## src/rtl/crit_irq_pkg.sv

```systemverilog
package crit_irq_pkg;
   localparam int BUS_AW = 4;

   typedef enum logic [BUS_AW-1:0] {
      OFF_STAT_CLR = 4'd0,
      OFF_STAT_SET = 4'd1,
      OFF_ENABLE   = 4'd2,
      OFF_CRIT     = 4'd3,
      OFF_POL      = 4'd4,
      OFF_TRIG     = 4'd5,
      OFF_MASKED   = 4'd6,
      OFF_VECTOR   = 4'd7,
      OFF_VCFG     = 4'd8
   } reg_off_e;
endpackage

```

## src/rtl/crit_irq_status.sv

```systemverilog
module crit_irq_status #(
   parameter int N_SRC = 32
) (
   input  logic             clk,
   input  logic             rst_n,
   input  logic [N_SRC-1:0] irq_i,
   input  logic [N_SRC-1:0] trig_i,
   input  logic             clr_wr_i,
   input  logic             set_wr_i,
   input  logic [N_SRC-1:0] wdata_i,
   output logic [N_SRC-1:0] status_o
);
   logic [N_SRC-1:0] line_s;   // inputs reordered into status order
   logic [N_SRC-1:0] line_q;   // registered copy for change detection
   logic [N_SRC-1:0] status_q;

   generate
      for (genvar j = 0; j < N_SRC; j++) begin : g_bit
         logic rise, fall, lvl, base, nxt;

         assign line_s[j] = irq_i[N_SRC-1-j];
         assign rise = line_s[j] & ~line_q[j];
         assign fall = ~line_s[j] & line_q[j];
         assign lvl  = line_q[j] & ~trig_i[j];

         always_comb begin
            base = status_q[j];
            if (clr_wr_i)
               base = (status_q[j] & ~wdata_i[j]) | lvl;
            else if (set_wr_i)
               base = status_q[j] | wdata_i[j];
            if (trig_i[j])
               nxt = base | rise;
            else if (rise)
               nxt = 1'b1;
            else if (fall)
               nxt = 1'b0;
            else
               nxt = base;
         end

         always_ff @(posedge clk) begin
            if (!rst_n) begin
               status_q[j] <= 1'b0;
               line_q[j]   <= 1'b0;
            end else begin
               status_q[j] <= nxt;
               line_q[j]   <= line_s[j];
            end
         end

         AST_EDGE_HOLD: assert property (@(posedge clk) disable iff (!rst_n)
            (trig_i[j] && status_q[j] && !(clr_wr_i && wdata_i[j])) |=> status_q[j]);
         AST_LVL_RISE: assert property (@(posedge clk) disable iff (!rst_n)
            (!trig_i[j] && line_s[j] && !line_q[j]) |=> status_q[j]);
         AST_LVL_FALL: assert property (@(posedge clk) disable iff (!rst_n)
            (!trig_i[j] && !line_s[j] && line_q[j]) |=> !status_q[j]);
      end
   endgenerate

   assign status_o = status_q;
endmodule

```

## src/rtl/crit_irq_vector.sv

```systemverilog
module crit_irq_vector #(
   parameter int N_SRC     = 32,
   parameter int DATA_W    = 32,
   parameter int VEC_SHIFT = 9
) (
   input  logic [N_SRC-1:0]  crit_pend_i,
   input  logic [DATA_W-1:0] vcfg_i,
   output logic [DATA_W-1:0] vector_o
);
   localparam int IDX_W = (N_SRC > 1) ? $clog2(N_SRC) : 1;

   logic [IDX_W-1:0] idx;

   always_comb begin
      idx = '0;
      if (vcfg_i[0]) begin
         for (int i = 0; i < N_SRC; i++)
            if (crit_pend_i[i]) idx = IDX_W'(N_SRC - 1 - i);
      end else begin
         for (int i = N_SRC - 1; i >= 0; i--)
            if (crit_pend_i[i]) idx = IDX_W'(i);
      end
   end

   always_comb begin
      if (|crit_pend_i)
         vector_o = (vcfg_i & ~DATA_W'(3)) + (DATA_W'(idx) << VEC_SHIFT);
      else
         vector_o = '0;
   end
endmodule

```

## src/rtl/crit_irq_ctrl.sv

```systemverilog
module crit_irq_ctrl
   import crit_irq_pkg::*;
#(
   parameter int N_SRC     = 32,
   parameter int DATA_W    = 32,
   parameter bit VEC_EN    = 1'b1,
   parameter int VEC_SHIFT = 9
) (
   input  logic              clk,
   input  logic              rst_n,
   input  logic [N_SRC-1:0]  irq_i,
   input  logic              bus_wr_i,
   input  logic [BUS_AW-1:0] bus_addr_i,
   input  logic [DATA_W-1:0] bus_wdata_i,
   output logic [DATA_W-1:0] bus_rdata_o,
   output logic              irq_o,
   output logic              cirq_o
);
   localparam int IDX_W = (N_SRC > 1) ? $clog2(N_SRC) : 1;

   generate
      if (N_SRC < 1 || N_SRC > DATA_W) begin : g_bad_width
         $error("crit_irq_ctrl: N_SRC must be in 1..DATA_W");
      end
      if (VEC_EN && (VEC_SHIFT + IDX_W > DATA_W)) begin : g_bad_shift
         $error("crit_irq_ctrl: vector offset does not fit DATA_W");
      end
   endgenerate

   logic [N_SRC-1:0]  en_q, crit_q, pol_q, trig_q, status;
   logic [N_SRC-1:0]  wsrc;
   logic [DATA_W-1:0] vcfg, vector;
   logic              wr_clr, wr_set, wr_en, wr_crit, wr_pol, wr_trig, wr_vcfg;

   assign wsrc    = bus_wdata_i[N_SRC-1:0];
   assign wr_clr  = bus_wr_i && (bus_addr_i == OFF_STAT_CLR);
   assign wr_set  = bus_wr_i && (bus_addr_i == OFF_STAT_SET);
   assign wr_en   = bus_wr_i && (bus_addr_i == OFF_ENABLE);
   assign wr_crit = bus_wr_i && (bus_addr_i == OFF_CRIT);
   assign wr_pol  = bus_wr_i && (bus_addr_i == OFF_POL);
   assign wr_trig = bus_wr_i && (bus_addr_i == OFF_TRIG);
   assign wr_vcfg = bus_wr_i && (bus_addr_i == OFF_VCFG);

   always_ff @(posedge clk) begin
      if (!rst_n) begin
         en_q   <= '0;
         crit_q <= '0;
         pol_q  <= '0;
         trig_q <= '0;
      end else begin
         if (wr_en)   en_q   <= wsrc;
         if (wr_crit) crit_q <= wsrc;
         if (wr_pol)  pol_q  <= wsrc;
         if (wr_trig) trig_q <= wsrc;
      end
   end

   crit_irq_status #(.N_SRC(N_SRC)) u_status (
      .clk      (clk),
      .rst_n    (rst_n),
      .irq_i    (irq_i),
      .trig_i   (trig_q),
      .clr_wr_i (wr_clr),
      .set_wr_i (wr_set),
      .wdata_i  (wsrc),
      .status_o (status)
   );

   logic [N_SRC-1:0] act, norm_pend, crit_pend;
   assign act       = status & en_q;
   assign norm_pend = act & ~crit_q;
   assign crit_pend = act & crit_q;
   assign irq_o     = |norm_pend;
   assign cirq_o    = |crit_pend;

   generate
      if (VEC_EN) begin : g_vec
         logic [DATA_W-1:0] vcfg_q;
         always_ff @(posedge clk) begin
            if (!rst_n)
               vcfg_q <= '0;
            else if (wr_vcfg)
               vcfg_q <= bus_wdata_i & ~DATA_W'(2);
         end
         assign vcfg = vcfg_q;

         crit_irq_vector #(
            .N_SRC     (N_SRC),
            .DATA_W    (DATA_W),
            .VEC_SHIFT (VEC_SHIFT)
         ) u_vector (
            .crit_pend_i (crit_pend),
            .vcfg_i      (vcfg_q),
            .vector_o    (vector)
         );
      end else begin : g_novec
         assign vcfg   = '0;
         assign vector = '0;
      end
   endgenerate

   always_comb begin
      case (bus_addr_i)
         OFF_STAT_CLR, OFF_STAT_SET: bus_rdata_o = DATA_W'(status);
         OFF_ENABLE:                 bus_rdata_o = DATA_W'(en_q);
         OFF_CRIT:                   bus_rdata_o = DATA_W'(crit_q);
         OFF_POL:                    bus_rdata_o = DATA_W'(pol_q);
         OFF_TRIG:                   bus_rdata_o = DATA_W'(trig_q);
         OFF_MASKED:                 bus_rdata_o = DATA_W'(act);
         OFF_VECTOR:                 bus_rdata_o = vector;
         OFF_VCFG:                   bus_rdata_o = vcfg;
         default:                    bus_rdata_o = '0;
      endcase
   end

   AST_EN_ZERO_QUIET: assert property (@(posedge clk) disable iff (!rst_n)
      (wr_en && bus_wdata_i == '0) |=> (!irq_o && !cirq_o));
   AST_VEC_IDLE: assert property (@(posedge clk) disable iff (!rst_n)
      !cirq_o |-> (vector == '0));
   AST_VCFG_WRITE: assert property (@(posedge clk) disable iff (!rst_n)
      (VEC_EN && wr_vcfg) |=> (vcfg == ($past(bus_wdata_i) & ~DATA_W'(2))));
endmodule

```

## config.mk

```make
export PLATFORM = sky130hd
export DESIGN_NAME = crit_irq_ctrl
export DESIGN_NICKNAME = d
export VERILOG_FILES = /design/src/rtl/crit_irq_pkg.sv /design/src/rtl/crit_irq_status.sv /design/src/rtl/crit_irq_vector.sv /design/src/rtl/crit_irq_ctrl.sv
export SDC_FILE = /design/constraint.sdc
export NUM_CORES = 1
export LEC_CHECK = 0
export ABC_CLOCK_PERIOD_IN_PS = 10100
export BUFFER_PORTS_ARGS = -buffer_cell sky130_fd_sc_hd__buf_2
export CAP_MARGIN = 20
export CORE_MARGIN = 10
export CORE_UTILIZATION = 50
export DETAILED_ROUTE_END_ITERATION = 12
export PLACE_DENSITY = 0.71
export SLEW_MARGIN = 20
export SYNTH_ARGS = -nofsm -noshare
export SYNTH_HDL_FRONTEND = slang
export SYNTH_SLANG_ARGS = --single-unit
export TNS_END_PERCENT = 5
```

## constraint.sdc

```tcl
create_clock -name clk -period 10.1 [get_ports clk]
set_input_delay 1.01 -clock clk [delete_from_list [all_inputs] [get_ports clk]]
set_output_delay 1.01 -clock clk [all_outputs]
set_load 0.1 [all_outputs]
```

==> results_dict.tcl <==
set metrics [dict create \
    hold_viol 0 \
    nNetsFinal 1672 \
    grt_pass1_vias 11400 \
    final_cells 1940 \
    die_w_um 176 \
    worst_pin_slew_ps 1020 \
    start_kind "flop" \
    synthAdderAreaFrac 0.00780 \
    cpMaxStageDelayCell "a31oi_1" \
    synth_nets 1650 \
    synth_seq_cells 223 \
    die_height_um 176 \
    whs_endpoint "pol_q[21]" \
    gp_routability_congestion 0.996 \
    grt-ovfl-total 0 \
    synth.top_cells.by_area "dfxtp_1 37%, nand2_1 12%, a21boi_0 11%, clkbuf_1 3.4%, a21oi_1 2.8%" \
    synth_edf_count 0 \
    critPathArrivalTime_ps 4920 \
    max_clock_freq_mhz 169 \
    final-seq-area_um2 4460 \
    clock_latency_ps 520 \
    clk_pin_slew_ps 60 \
    path_max_fanout 7 \
    grt_pass1_wl_um 64600 \
    numCtsBuffers 26 \
    io_pins 105 \
    vdd_drop_max_mv 0.122 \
    rows 57 \
    syn-cell-area_um2 12200 \
    period_minus_slack_ps 5930 \
    wirelength_um 41500 \
    reg2reg_slack_ps 8930 \
    cts_setup_buffers 0 \
    mostFrequentLayoutCells "401 x nand2_1, 223 x dfxtp_1, 175 x a21boi_0" \
    status "complete, no violations" \
    rsz0062_at_grt "false" \
    synth_compound_area_frac 0.326 \
    power.density_nw_per_um2 151 \
    p_leak_uw 0.00520 \
    skew_ps 7.50 \
    worstPathCellList "and3_1 > or4_1 > a221oi_1 > o21ai_1 > a2111oi_2 > a41o_1 > ha_1 > a21o_1 > nand4_1 > a31oi_1 > nand4_1 > xor2_1 > o2111ai_1 > buf_2" \
    cts_tree "built" \
    drv_cap 0 \
    avgSynthCellArea_um2 7.75 \
    numClockSinks 223 \
    netlist.area_leader.share 0.366 \
    vias_per_cell 6.29 \
    placed_cells 1889 \
    synth_ff_type "dfxtp_1" \
    mostFrequentLayoutCell "nand2_1" \
    wl_per_cell_um 21.4 \
    clock_path_buffers 3 \
    yosysTopAreaCell "dfxtp_1" \
    reg2reg_depth 5 \
    drc 0 \
    yosys.area_share.xor_xnor 0.0151 \
    cts-root-buf "clkbuf_16" \
    cts_resized 0 \
    setup_viol 0 \
    r2r-start "trig_q[19]" \
    track_usage 0.258 \
    vias 12200 \
    synth-simple-area-share 0.238 \
    drive_gt1_frac 0.123 \
    max_slew_margin 0.321 \
    postCtsHoldBufs 0 \
    antenna_found_initial 4 \
    multiInputGateArea_um2 7250 \
    crit_type "flop to primary output" \
    ys.warnings.count 0 \
    dieArea_um2 31000 \
    fillers 2271 \
    drt_pre_antenna_iters 8 \
    slew_violations 0 \
    min_from "pol_q[21]" \
    synthMuxAreaShare 0.000821 \
    crit_top_cell "nand4_1" \
    htree_num_levels 1 \
    port_buffers 104 \
    slowest_delay_ps 810 \
    synthDistinctLibCells 65 \
    drtIter0Drc 1423 \
    fp.coreArea_um2 24200 \
    finalSetupTns_ps 0 \
    r2r-end "u_status.status_o[19]" \
    dp_hpwl_um 27900 \
    cp.required_ps 9090 \
    grt_max_degree 113 \
    yosysSeqAreaShare 0.366 \
    antenna_left 0 \
    finalCritPeriodShare 0.587 \
    hold_ws_ps 467 \
    hp-class "flop to flop" \
    start_util 0.504 \
    syn-instance-count 1572 \
    synth_top_family_by_area "compound AO/OA/AOI/OAI gates" \
    syn2layout_area_growth_pct 12.6 \
    postSynth.asyncResetShare 0 \
    cp-end-kind "primary output" \
    whs_path_depth 2 \
]
[layer usage]
layer  vias up  track usage  routed length [um]
met2       568        0.411               18800
met1      5848        0.342               17900
li1       5681            -                   -
met4         4       0.0890                1350
met3       109       0.0468                3370
met5         -            0                  27
[Yosys cell counts (all sizes together), types with 3 or more instances]
| master | count |
|---|---|
| o2111ai | 24 |
| xnor2 | 3 |
| and4 | 5 |
| nand2 | 403 |
| and2 | 45 |
| ha | 6 |
| o21ai | 25 |
| a21boi | 184 |
| a31oi | 4 |
| o21bai | 32 |
| a222oi | 24 |
| nand3 | 61 |
| nand2b | 15 |
| nand4 | 7 |
| inv | 16 |
| or2 | 4 |
| nor2 | 45 |
| a22oi | 41 |
| and3 | 27 |
| a211oi | 4 |
| xor2 | 18 |
| a221oi | 3 |
| a21o | 33 |
| buf | 15 |
| a21oi | 68 |
| clkbuf | 110 |
| o21a | 25 |
| dfxtp | 223 |
| nor3 | 7 |
| nor4 | 11 |
| o211ai | 3 |
| a221o | 8 |
| o22ai | 24 |
| o221ai | 24 |
[flip-flops by register name, summed over array words and instances (netlist names)]
register           cells
u_status.line_q       32
trig_q                32
en_q                  32
u_status.status_o     32
g_vec.vcfg_q          31
pol_q                 32
crit_q                32
[worst max-delay path: cells and delay by family (launching register included)]
kind                     cells  cell delay (ps)
flip-flops                   1              370
buffers and inverters        1              480
XOR/XNOR                     1              190
AO/OA/AOI/OAI                7             2050
adder cells (fa/ha/maj)      1              140
AND/OR/NAND/NOR              4             1170
[logic make-up after synthesis]
logic type | count (synthesis)
buf+inv | 141
simple gates | 639
xor+xnor | 21
mux | 1
compound gates | 540
flops | 223
fa+ha+maj | 7
[power breakdown]
group          switching, uW  internal, uW  total [uW]
sequential              31.2           906         937
combinational            121          61.8         182
clock                    375           582         957
[layout make-up]
cell class,instances,share of cell area
Antenna cell,2,0.000365
Clock buffer,45,0.0636
Clock inverter,3,0.00128
Inverter,16,0.00438
Multi-Input combinational cell,1208,0.529
Sequential cell,223,0.325
Tap cell,324,0.0295
Timing Repair Buffer,119,0.0469
[stage by stage]
| stage | utilization | setup slack, ps | total power [uW] | instance area [um^2] |
|---|---|---|---|---|
| floorplan | - | 4360 | 1070 | 12200 |
| global placement | 0.530 | 4830 | 1130 | 12800 |
| detailed placement | 0.530 | 4740 | 1130 | 12800 |
| CTS | 0.567 | 4190 | 2080 | 13700 |
| global route | 0.568 | 3910 | 2130 | 13700 |
| finish | 0.568 | 4170 | 2080 | 13700 |
[how the worst max path moves through the flow]
stage / from / endpoint / slack, ps / cells past startpoint
final: u_status.status_o[5] / bus_rdata_o[22] / 4170 / 14
after global routing: u_status.status_o[5] / bus_rdata_o[22] / 3910 / 14
after CTS: u_status.status_o[5] / bus_rdata_o[22] / 4190 / 14
after detailed placement: u_status.status_o[5] / bus_rdata_o[22] / 4740 / 14
after global placement: u_status.status_o[5] / bus_rdata_o[22] / 4830 / 14
after floorplan: u_status.status_o[5] / bus_rdata_o[25] / 4360 / 14
(Power assumes the default switching activity.)
